`src/rtl/aqg_pkg.sv`:
```
package aqg_pkg;

  typedef logic [1:0] tri_sel_t;
  localparam tri_sel_t TRI_LO   = 2'b00;
  localparam tri_sel_t TRI_OPEN = 2'b01;
  localparam tri_sel_t TRI_HI   = 2'b10;

  typedef enum logic [1:0] {
    CORE_64 = 2'd0,
    CORE_48 = 2'd1,
    CORE_40 = 2'd2
  } core_res_e;

  typedef struct packed {
    core_res_e  core;
    logic [2:0] div_log2;
  } res_cfg_t;

  function automatic tri_sel_t tri_norm(input tri_sel_t s);
    return (s == 2'b11) ? TRI_OPEN : s;
  endfunction

  function automatic res_cfg_t res_decode(input tri_sel_t sh, input tri_sel_t sl);
    res_cfg_t c;
    tri_sel_t h;
    tri_sel_t l;
    h = tri_norm(sh);
    l = tri_norm(sl);
    c.core     = CORE_64;
    c.div_log2 = 3'd0;
    case ({h, l})
      {TRI_HI,   TRI_HI}:   begin c.core = CORE_64; c.div_log2 = 3'd0; end
      {TRI_HI,   TRI_OPEN}: begin c.core = CORE_48; c.div_log2 = 3'd0; end
      {TRI_HI,   TRI_LO}:   begin c.core = CORE_40; c.div_log2 = 3'd0; end
      {TRI_OPEN, TRI_HI}:   begin c.core = CORE_64; c.div_log2 = 3'd1; end
      {TRI_OPEN, TRI_OPEN}: begin c.core = CORE_40; c.div_log2 = 3'd1; end
      {TRI_OPEN, TRI_LO}:   begin c.core = CORE_64; c.div_log2 = 3'd2; end
      {TRI_LO,   TRI_HI}:   begin c.core = CORE_48; c.div_log2 = 3'd2; end
      {TRI_LO,   TRI_OPEN}: begin c.core = CORE_64; c.div_log2 = 3'd3; end
      default:              begin c.core = CORE_64; c.div_log2 = 3'd4; end
    endcase
    return c;
  endfunction

endpackage

```
`src/rtl/aqg_res_cfg.sv`:
```
module aqg_res_cfg
  import aqg_pkg::*;
#(
  parameter int POS_W = 6
) (
  input  logic             clk,
  input  logic             rst,
  input  logic [1:0]       sel_hi,
  input  logic [1:0]       sel_lo,
  output logic [POS_W:0]   step_cnt,
  output logic [2:0]       div_log2
);
  localparam int CW = POS_W + 1;

  res_cfg_t cfg_q;

  always_ff @(posedge clk) begin
    if (rst) cfg_q <= res_decode(sel_hi, sel_lo);
  end

  always_comb begin
    case (cfg_q.core)
      CORE_48: step_cnt = CW'(48);
      CORE_40: step_cnt = CW'(40);
      default: step_cnt = CW'(64);
    endcase
    div_log2 = cfg_q.div_log2;
  end

  // the configuration only moves under reset
  a_r3_cfg_hold: assert property (@(posedge clk) disable iff (rst)
    1'b1 |=> ($stable(step_cnt) && $stable(div_log2)));

endmodule

```
`src/rtl/aqg_tracker.sv`:
```
module aqg_tracker #(
  parameter int POS_W = 6
) (
  input  logic             clk,
  input  logic             rst,
  input  logic             in_valid,
  output logic             in_ready,
  input  logic [POS_W-1:0] in_code,
  input  logic [POS_W:0]   step_cnt,
  output logic [POS_W-1:0] pos_o,
  output logic             dir_up_o
);
  localparam int CW = POS_W + 1;
  localparam int DW = POS_W + 3;
  localparam logic signed [DW-1:0] S_ZERO = '0;
  localparam logic signed [DW-1:0] S_ONE  = DW'(1);
  localparam logic signed [DW-1:0] S_MONE = -S_ONE;

  logic [POS_W-1:0] pos_q;
  logic [POS_W-1:0] rem_q;
  logic             dir_q;

  logic [CW-1:0]          code_x;
  logic [CW-1:0]          code_f;
  logic [CW-1:0]          last_w;
  logic [POS_W-1:0]       pos_last;
  logic signed [DW-1:0]   cnt_s;
  logic signed [DW-1:0]   half_s;
  logic signed [DW-1:0]   diff_raw;
  logic signed [DW-1:0]   diff;
  logic [POS_W-1:0]       steps;
  logic                   dir_nx;
  logic [POS_W-1:0]       pos_step;

  assign in_ready = (rem_q == '0);
  assign pos_o    = pos_q;
  assign dir_up_o = dir_q;

  // fold the code once into range, then take the signed shortest distance
  always_comb begin
    code_x   = {1'b0, in_code};
    code_f   = (code_x >= step_cnt) ? code_x - step_cnt : code_x;
    cnt_s    = $signed({2'b00, step_cnt});
    half_s   = $signed({3'b000, step_cnt[POS_W:1]});
    diff_raw = $signed({2'b00, code_f}) - $signed({3'b000, pos_q});
    if (diff_raw >= half_s)       diff = diff_raw - cnt_s;
    else if (diff_raw < -half_s)  diff = diff_raw + cnt_s;
    else                          diff = diff_raw;
  end

  // one-step hysteresis band between the directions
  always_comb begin
    steps  = '0;
    dir_nx = dir_q;
    if (dir_q) begin
      if (diff > S_ZERO) begin
        steps = POS_W'(diff);
      end else if (diff < S_MONE) begin
        steps  = POS_W'(-diff - S_ONE);
        dir_nx = 1'b0;
      end
    end else begin
      if (diff < S_ZERO) begin
        steps = POS_W'(-diff);
      end else if (diff > S_ONE) begin
        steps  = POS_W'(diff - S_ONE);
        dir_nx = 1'b1;
      end
    end
  end

  always_comb begin
    last_w   = step_cnt - CW'(1);
    pos_last = last_w[POS_W-1:0];
    if (dir_q) pos_step = (pos_q == pos_last) ? '0 : pos_q + POS_W'(1);
    else       pos_step = (pos_q == '0) ? pos_last : pos_q - POS_W'(1);
  end

  always_ff @(posedge clk) begin
    if (rst) begin
      pos_q <= '0;
      rem_q <= '0;
      dir_q <= 1'b1;
    end else if (in_valid && in_ready) begin
      rem_q <= steps;
      dir_q <= dir_nx;
    end else if (rem_q != '0) begin
      rem_q <= rem_q - POS_W'(1);
      pos_q <= pos_step;
    end
  end

  // a busy tracker moves every cycle
  a_r8_busy_moves: assert property (@(posedge clk) disable iff (rst)
    !in_ready |=> (pos_q != $past(pos_q)));
  // an idle tracker with nothing offered holds still
  a_r8_idle_holds: assert property (@(posedge clk) disable iff (rst)
    (in_ready && !in_valid) |=> ($stable(pos_q) && in_ready));
  // direction only changes when a code is taken
  a_r7_dir_on_accept: assert property (@(posedge clk) disable iff (rst)
    !(in_valid && in_ready) |=> $stable(dir_q));
  // position stays inside the modulus
  a_r9_pos_range: assert property (@(posedge clk) disable iff (rst)
    ({1'b0, pos_q} < step_cnt));

endmodule

```
`src/rtl/aqg_quad.sv`:
```
module aqg_quad
  import aqg_pkg::*;
#(
  parameter int POS_W = 6
) (
  input  logic             clk,
  input  logic             rst,
  input  logic [POS_W-1:0] pos,
  input  logic [2:0]       div_log2,
  input  logic [1:0]       phase_sel,
  output logic             quad_a,
  output logic             quad_b
);
  logic [2:0] idx1;
  logic       q0;
  logic       q1;
  logic       g_hi;
  logic       g_lo;
  logic       lead_a;

  always_comb begin
    idx1   = div_log2 + 3'd1;
    q0     = pos[div_log2];
    q1     = pos[idx1];
    g_hi   = q1;
    g_lo   = q1 ^ q0;
    lead_a = (phase_sel == TRI_HI);
    quad_a = lead_a ? g_lo : g_hi;
    quad_b = lead_a ? g_hi : g_lo;
  end

  // the outputs change one at a time under a steady phase select
  a_r10_single_edge: assert property (@(posedge clk) disable iff (rst)
    $stable(phase_sel) |-> !((quad_a != $past(quad_a)) && (quad_b != $past(quad_b))));

endmodule

```
`src/rtl/angle_quad_gen.sv`:
```
module angle_quad_gen #(
  parameter int POS_W = 6
) (
  input  logic             clk,
  input  logic             rst,
  input  logic             pos_valid,
  output logic             pos_ready,
  input  logic [POS_W-1:0] pos_code,
  input  logic [1:0]       res_sel_hi,
  input  logic [1:0]       res_sel_lo,
  input  logic [1:0]       phase_sel,
  output logic             quad_a,
  output logic             quad_b,
  output logic             dir_up
);
  logic [POS_W:0]   step_cnt;
  logic [2:0]       div_log2;
  logic [POS_W-1:0] pos;

  aqg_res_cfg #(.POS_W(POS_W)) cfg_i (
    .clk(clk), .rst(rst), .sel_hi(res_sel_hi), .sel_lo(res_sel_lo),
    .step_cnt(step_cnt), .div_log2(div_log2)
  );

  aqg_tracker #(.POS_W(POS_W)) trk_i (
    .clk(clk), .rst(rst), .in_valid(pos_valid), .in_ready(pos_ready),
    .in_code(pos_code), .step_cnt(step_cnt), .pos_o(pos), .dir_up_o(dir_up)
  );

  aqg_quad #(.POS_W(POS_W)) quad_i (
    .clk(clk), .rst(rst), .pos(pos), .div_log2(div_log2),
    .phase_sel(phase_sel), .quad_a(quad_a), .quad_b(quad_b)
  );

  // reset state at the ports
  a_r1_reset_state: assert property (@(posedge clk)
    $past(rst) |-> (!quad_a && !quad_b && dir_up && pos_ready));

endmodule

```
`config.mk`:
```
export PLATFORM = sky130hd
export DESIGN_NAME = angle_quad_gen
export DESIGN_NICKNAME = d
export VERILOG_FILES = /design/src/rtl/aqg_pkg.sv /design/src/rtl/aqg_res_cfg.sv /design/src/rtl/aqg_tracker.sv /design/src/rtl/aqg_quad.sv /design/src/rtl/angle_quad_gen.sv
export SDC_FILE = /design/constraint.sdc
export NUM_CORES = 1
export LEC_CHECK = 0
export ABC_AREA = 0
export BUFFER_PORTS_ARGS = -buffer_cell sky130_fd_sc_hd__buf_2
export CORE_MARGIN = 4
export CORE_UTILIZATION = 30
export CTS_BUF_LIST = sky130_fd_sc_hd__clkbuf_8 sky130_fd_sc_hd__clkbuf_16
export CTS_CLUSTER_SIZE = 16
export DETAILED_ROUTE_END_ITERATION = 8
export PLACE_DENSITY_LB_ADDON = 0.2
export REMOVE_ABC_BUFFERS = 1
export SETUP_SLACK_MARGIN = 0.15
export SLEW_MARGIN = 20
export SYNTH_ARGS = -nofsm -noshare
export SYNTH_HDL_FRONTEND = slang
export SYNTH_SLANG_ARGS = --single-unit
```
`constraint.sdc`:
```
create_clock -name clk -period 7.4 [get_ports clk]
set_input_delay 1.48 -clock clk [delete_from_list [all_inputs] [get_ports clk]]
set_output_delay 1.48 -clock clk [all_outputs]
set_load 0.05 [all_outputs]
```
==> results_dict.tcl, run 1 <==
set metrics [dict create \
    place_congestion 0.894 \
    worst-path-max-fanout 7 \
    clk_path_buf_depth 2 \
    syn_area_um2 2990 \
    finalNetCount 452 \
    cp-end-kind "flip-flop" \
    area_growth_pct 8.89 \
    drt-vias-per-instance 5.45 \
    grt_antenna_before_repair 0 \
    synth_top_cell_area_share_pct 13.8 \
    crit_arrival_ps 6880 \
    worstSetupStartpointType "primary input" \
    first_pass_iters 5 \
    cts_inserted_buffers 3 \
    yosysSeqAreaShare_pct 13.7 \
    clock_sinks 18 \
    grt_overflow_total 0 \
    num_rows 36 \
    synth_area_leaders "ha_1 14%, dfxtp_1 8.7%, xnor2_1 5.3%, edfxtp_1 5.0%, a21oi_1 4.7%" \
    synth_edf_count 5 \
    wl_per_cell_um 15.0 \
    layout-drive-gt1-share_pct 12.5 \
    fmax_mhz 148 \
    core_area_um2 9730 \
    rsz0062_at_grt "false" \
    async_flop_share_pct 0 \
    die_w_um 108 \
    fin_crit_sh_pct 91.4 \
    finalSetupTns_ps 0 \
    synth_cell_types 75 \
    antennaDiodeCount 0 \
    ys_seq_elements 18 \
    finalHoldViolations 0 \
    cts_resized 0 \
    io_pins 19 \
    finalSetupViolCount 0 \
    drtIter0Drc 192 \
    die_area_um2 11600 \
    io_buffers 18 \
    status "finished clean" \
    synth_warnings 0 \
    critPathKind "in2reg" \
    h-tree-depth 1 \
    yosys.area.top_type "ha_1" \
    max_slew_margin_pct 51.9 \
    nFillCells 1060 \
    clock_skew_ps 2.84 \
    initial_utilization_pct 30.7 \
    dp_cells 528 \
    synth-main-ff-cell "dfxtp_1" \
    clock_latency_ps 250 \
    grt_pass1_vias 2870 \
    vias 2902 \
    grt_pass1_wl_um 13700 \
    grt_usage_pct 14.1 \
    dp_hpwl_um 6390 \
    cts_tree "yes" \
    drt_wl_total_um 7980 \
    hold_buffers 0 \
    grt_max_degree 21 \
    ant_nets 0 \
    clk_pin_slew_worst_paths_ps 70 \
    min-delay-path-class "reg2reg" \
    worstPathRequired_ps 7520 \
    drv_cap 0 \
    syn_area_per_cell_um2 7.71 \
    die_h_um 108 \
    min_period_ps 6760 \
    route.detailed.drc 0 \
    final_cells 532 \
    synthCells 387 \
    cts-root-buf "clkbuf_8" \
    worst_pin_slew_ps 719 \
    post_cts_buffers 0 \
    slew_violations 0 \
]
## cells in the final DEF, fill, tap and decap left out, types with 4 or more instances in the layout
cell type  instances
a211oi_1           5
a21o_1             9
a21oi_1           28
a31oi_1            7
and3_1             4
buf_2             18
dfxtp_1           13
edfxtp_1           5
fa_1               4
ha_1              33
inv_1             31
nand2_1           28
nand2b_1           6
nand3_1           13
nor2_1            26
nor2b_1            7
nor3_1            17
o211ai_1          10
o21a_1             5
o21ai_0           19
xnor2_1           18
xor2_1             7
## critical path, cell delays in order
cell      delay [ps]
buf_2            120
ha_1             280
nor3b_1          240
a31oi_1          120
o21ai_0          400
mux2_2           390
ha_1             310
a21o_1           220
a31oi_1          190
xnor2_1          200
ha_1             480
nand3_1          100
o22ai_1          350
nor2_1           180
a211oi_2         340
a211oi_1         130
a211o_1          350
nor4_2           430
nor3_2           100
a211oi_1         320
a31oi_1          130
## metal layers
| layer | vias to the layer above | track usage (%) | routed length, µm |
|---|---|---|---|
| li1 | 1449 | - | - |
| met5 | - | 0 | 0 |
| met2 | 66 | 23.8 | 3760 |
| met4 | 0 | 2.43 | 103 |
| met3 | 12 | 1.32 | 238 |
| met1 | 1375 | 19.7 | 3880 |
## final timing paths
| path | start | end | slack (ps) | depth (start not counted) |
|---|---|---|---|---|
| max | pos_code[4] | trk_i.rem_q[1] | 640 | 21 |
| min | trk_i.pos_o[4] | trk_i.pos_o[4] | 570 | 2 |
| max reg2reg | cfg_i.cfg_q[4] | trk_i.rem_q[1] | 960 | 23 |
| min reg2reg | trk_i.pos_o[4] | trk_i.pos_o[4] | 570 | 2 |
## cell usage after synthesis, types with 8 or more instances
| master | n |
|---|---|
| o211ai_1 | 10 |
| dfxtp_1 | 13 |
| nor3_1 | 17 |
| o21ai_0 | 19 |
| a21o_1 | 9 |
| nand2_1 | 28 |
| xnor2_1 | 18 |
| clkbuf_1 | 8 |
| inv_1 | 30 |
| a21oi_1 | 28 |
| nor2_1 | 26 |
| ha_1 | 33 |
| nand3_1 | 13 |
## metrics by stage
| stage | hold WS (ps) | setup WS (ps) | cell area [µm²] | utilization (%) |
|---|---|---|---|---|
| global route | 618 | 216 | 3250 | 33.4 |
| CTS | 574 | 738 | 3250 | 33.4 |
| detailed placement | 565 | 478 | 3210 | 32.9 |
| floorplan | 485 | 1420 | 2940 | - |
| global placement | 555 | 582 | 3210 | 32.9 |
| finish | 575 | 636 | 3250 | 33.4 |
## flip-flops by register name, indices dropped and copies added, names as in the netlist
name            flops
trk_i.pos_o         6
trk_i.rem_q         6
cfg_i.div_log2      3
cfg_i.cfg_q         2
trk_i.dir_up_o      1
## kinds of logic after synthesis
kind of cell | after synthesis | share of synthesized area, %
other | 1 | 0.126
flip-flops | 18 | 13.7
AO/OA/AOI/OAI | 125 | 29.5
AND/OR/NAND/NOR | 132 | 23.9
XOR/XNOR | 25 | 7.33
multiplexers | 8 | 3.65
buffers and inverters | 41 | 5.24
adder cells (fa/ha/maj) | 37 | 16.5
## area by class of cell
cell class | count | area (µm²) | share of cell area [%]
multi-input combinational | 328 | 2420 | 74.4
sequential | 18 | 410 | 12.6
tap | 133 | 166 | 5.12
inverter | 30 | 113 | 3.46
timing repair buffer | 19 | 97.6 | 3.00
clock buffer | 3 | 41.3 | 1.27
clock inverter | 1 | 3.75 | 0.115
Power of run 1 is not shown: default switching activity piles up to over one toggle a cycle in this logic, so the estimate is an artifact.
==> inputs of run 2 (changes only) <==
Settings changed: CORE_ASPECT_RATIO set to 1.5.
==> run 2 against run 1 <==
Compared with the run above: worst hold slack got worse by 9.7 ps; non-clock buffer count increased by 1; die area increased by 0.29%.
==> results_dict.tcl, run 2 (synthesis gave the netlist of run 1 again) <==
set metrics [dict create \
    first_pass_iters 4 \
    rsz0062_at_grt "false" \
    cp-end-kind "flip-flop" \
    worst-path-stages 21 \
    finalSetupViolCount 0 \
    grt_usage_pct 15.1 \
    critPathKind "in2reg" \
    cts-root-buf "clkbuf_16" \
    slowest_stage "ha_1" \
    grt_pass1_vias 2945 \
    drtIter0Drc 114 \
    grt_pass1_wl_um 14200 \
    antennaDiodeCount 0 \
    worst-r2r-cell-count 23 \
    fmax_mhz 148 \
    cts_inserted_buffers 3 \
    min_period_ps 6750 \
    drv_cap 0 \
    die_w_um 89.5 \
    area_growth_pct 9.51 \
    layout_common_cells "33 x ha_1, 30 x inv_1, 28 x nand2_1, 28 x a21oi_1, 26 x nor2_1" \
    min-delay-path-class "reg2reg" \
    fin_crit_sh_pct 91.3 \
    crit_path_max_incr_delay_ps 490 \
    worstPathRequired_ps 7510 \
    status "finished clean" \
    clk_pin_slew_worst_paths_ps 50 \
    clock_latency_ps 250 \
    num_rows 44 \
    clk_path_buf_depth 2 \
    slew_violations 0 \
    io_pins 19 \
    wl_per_cell_um 15.8 \
    vias 2891 \
    worst_pin_slew_ps 734 \
    drt-vias-per-instance 5.61 \
    finalNetCount 453 \
    post_cts_buffers 0 \
    grt_max_degree 21 \
    worstHoldPathCells 2 \
    grt_overflow_total 0 \
    grt_antenna_before_repair 0 \
    clock_sinks 18 \
    finalSetupTns_ps 0 \
    hold_buffers 0 \
    cts_resized 0 \
    ant_nets 0 \
    cts_tree "yes" \
    route.detailed.drc 0 \
    h-tree-depth 1 \
    clock_skew_ps 2.26 \
    dp_hpwl_um 6800 \
    place_congestion 0.918 \
    cp_num_buf_inv 1 \
    die_h_um 130 \
    worstSetupStartpointType "primary input" \
    io_buffers 18 \
    worst-path-max-fanout 7 \
    cp_cell_sequence "buf_2 -> ha_1 -> nor3b_1 -> a31oi_1 -> o21ai_0 -> mux2_2 -> ha_1 -> a21o_1 -> a31oi_1 -> xnor2_1 -> ha_1 -> nand3_1 -> o22ai_1 -> nor2_1 -> a211oi_2 -> a211oi_1 -> a211o_1 -> nor4_2 -> nor3_2 -> a211oi_1 -> a31oi_1" \
    finalHoldViolations 0 \
    initial_utilization_pct 30.8 \
    drt_wl_total_um 8160 \
    max_slew_margin_pct 50.9 \
    layout-drive-gt1-share_pct 12.8 \
    final_common_cell "ha_1" \
    crit_arrival_ps 6870 \
    die_area_um2 11600 \
    cp_top_family "compound AO/OA/AOI/OAI gates" \
    core_area_um2 9690 \
]
-- run 2: cell count changes in the layout (fill, tap and decap cells not counted), sizes merged --
cell,previous run,this run
buf,19,20
clkinv,0,1
inv,31,30
-- run 2: through the flow --
stage | hold slack [ps] | worst slack (ps) | area, µm² | utilization, % | std cells
floorplan | 485 | 1420 | 2940 | - | 376
global placement | 541 | 569 | 3190 | 32.9 | 511
detailed placement | 539 | 457 | 3190 | 32.9 | 511
CTS | 547 | 712 | 3270 | 33.7 | 515
global route | 595 | 182 | 3270 | 33.7 | 515
finish | 565 | 645 | 3270 | 33.7 | 515
-- run 2: metal layers --
layer	up-vias	share of wire (%)	global-route usage (%)
met5	-	0	0
met4	0	3.2	6.05
met3	19	2.4	0.884
met2	51	53	28.2
met1	1362	42	17.4
li1	1459	-	-
-- run 2: worst min-delay path, cell delays in order (launching register included) --
cell and delay, ps:
dfxtp_1 380, nand2_1 90, a21oi_1 50
-- run 2: final cells by class --
cell class | instances | area [µm²]
clock buffers | 3 | 75.1
multi-input cells | 328 | 2420
fillers | 1056 | 6420
well taps | 115 | 144
inverters | 30 | 113
flip-flops and latches | 18 | 410
repair buffers | 20 | 105
clock inverters | 1 | 3.75
-- run 2: worst paths after layout --
check	startpoint	slack, ps	to
max	pos_code[4]	650	trk_i.rem_q[1]
max reg2reg	cfg_i.cfg_q[4]	1000	trk_i.rem_q[1]
min reg2reg	trk_i.pos_o[1]	560	trk_i.pos_o[1]
min	trk_i.pos_o[1]	560	trk_i.pos_o[1]
Power of run 2 is left out for the same reason.
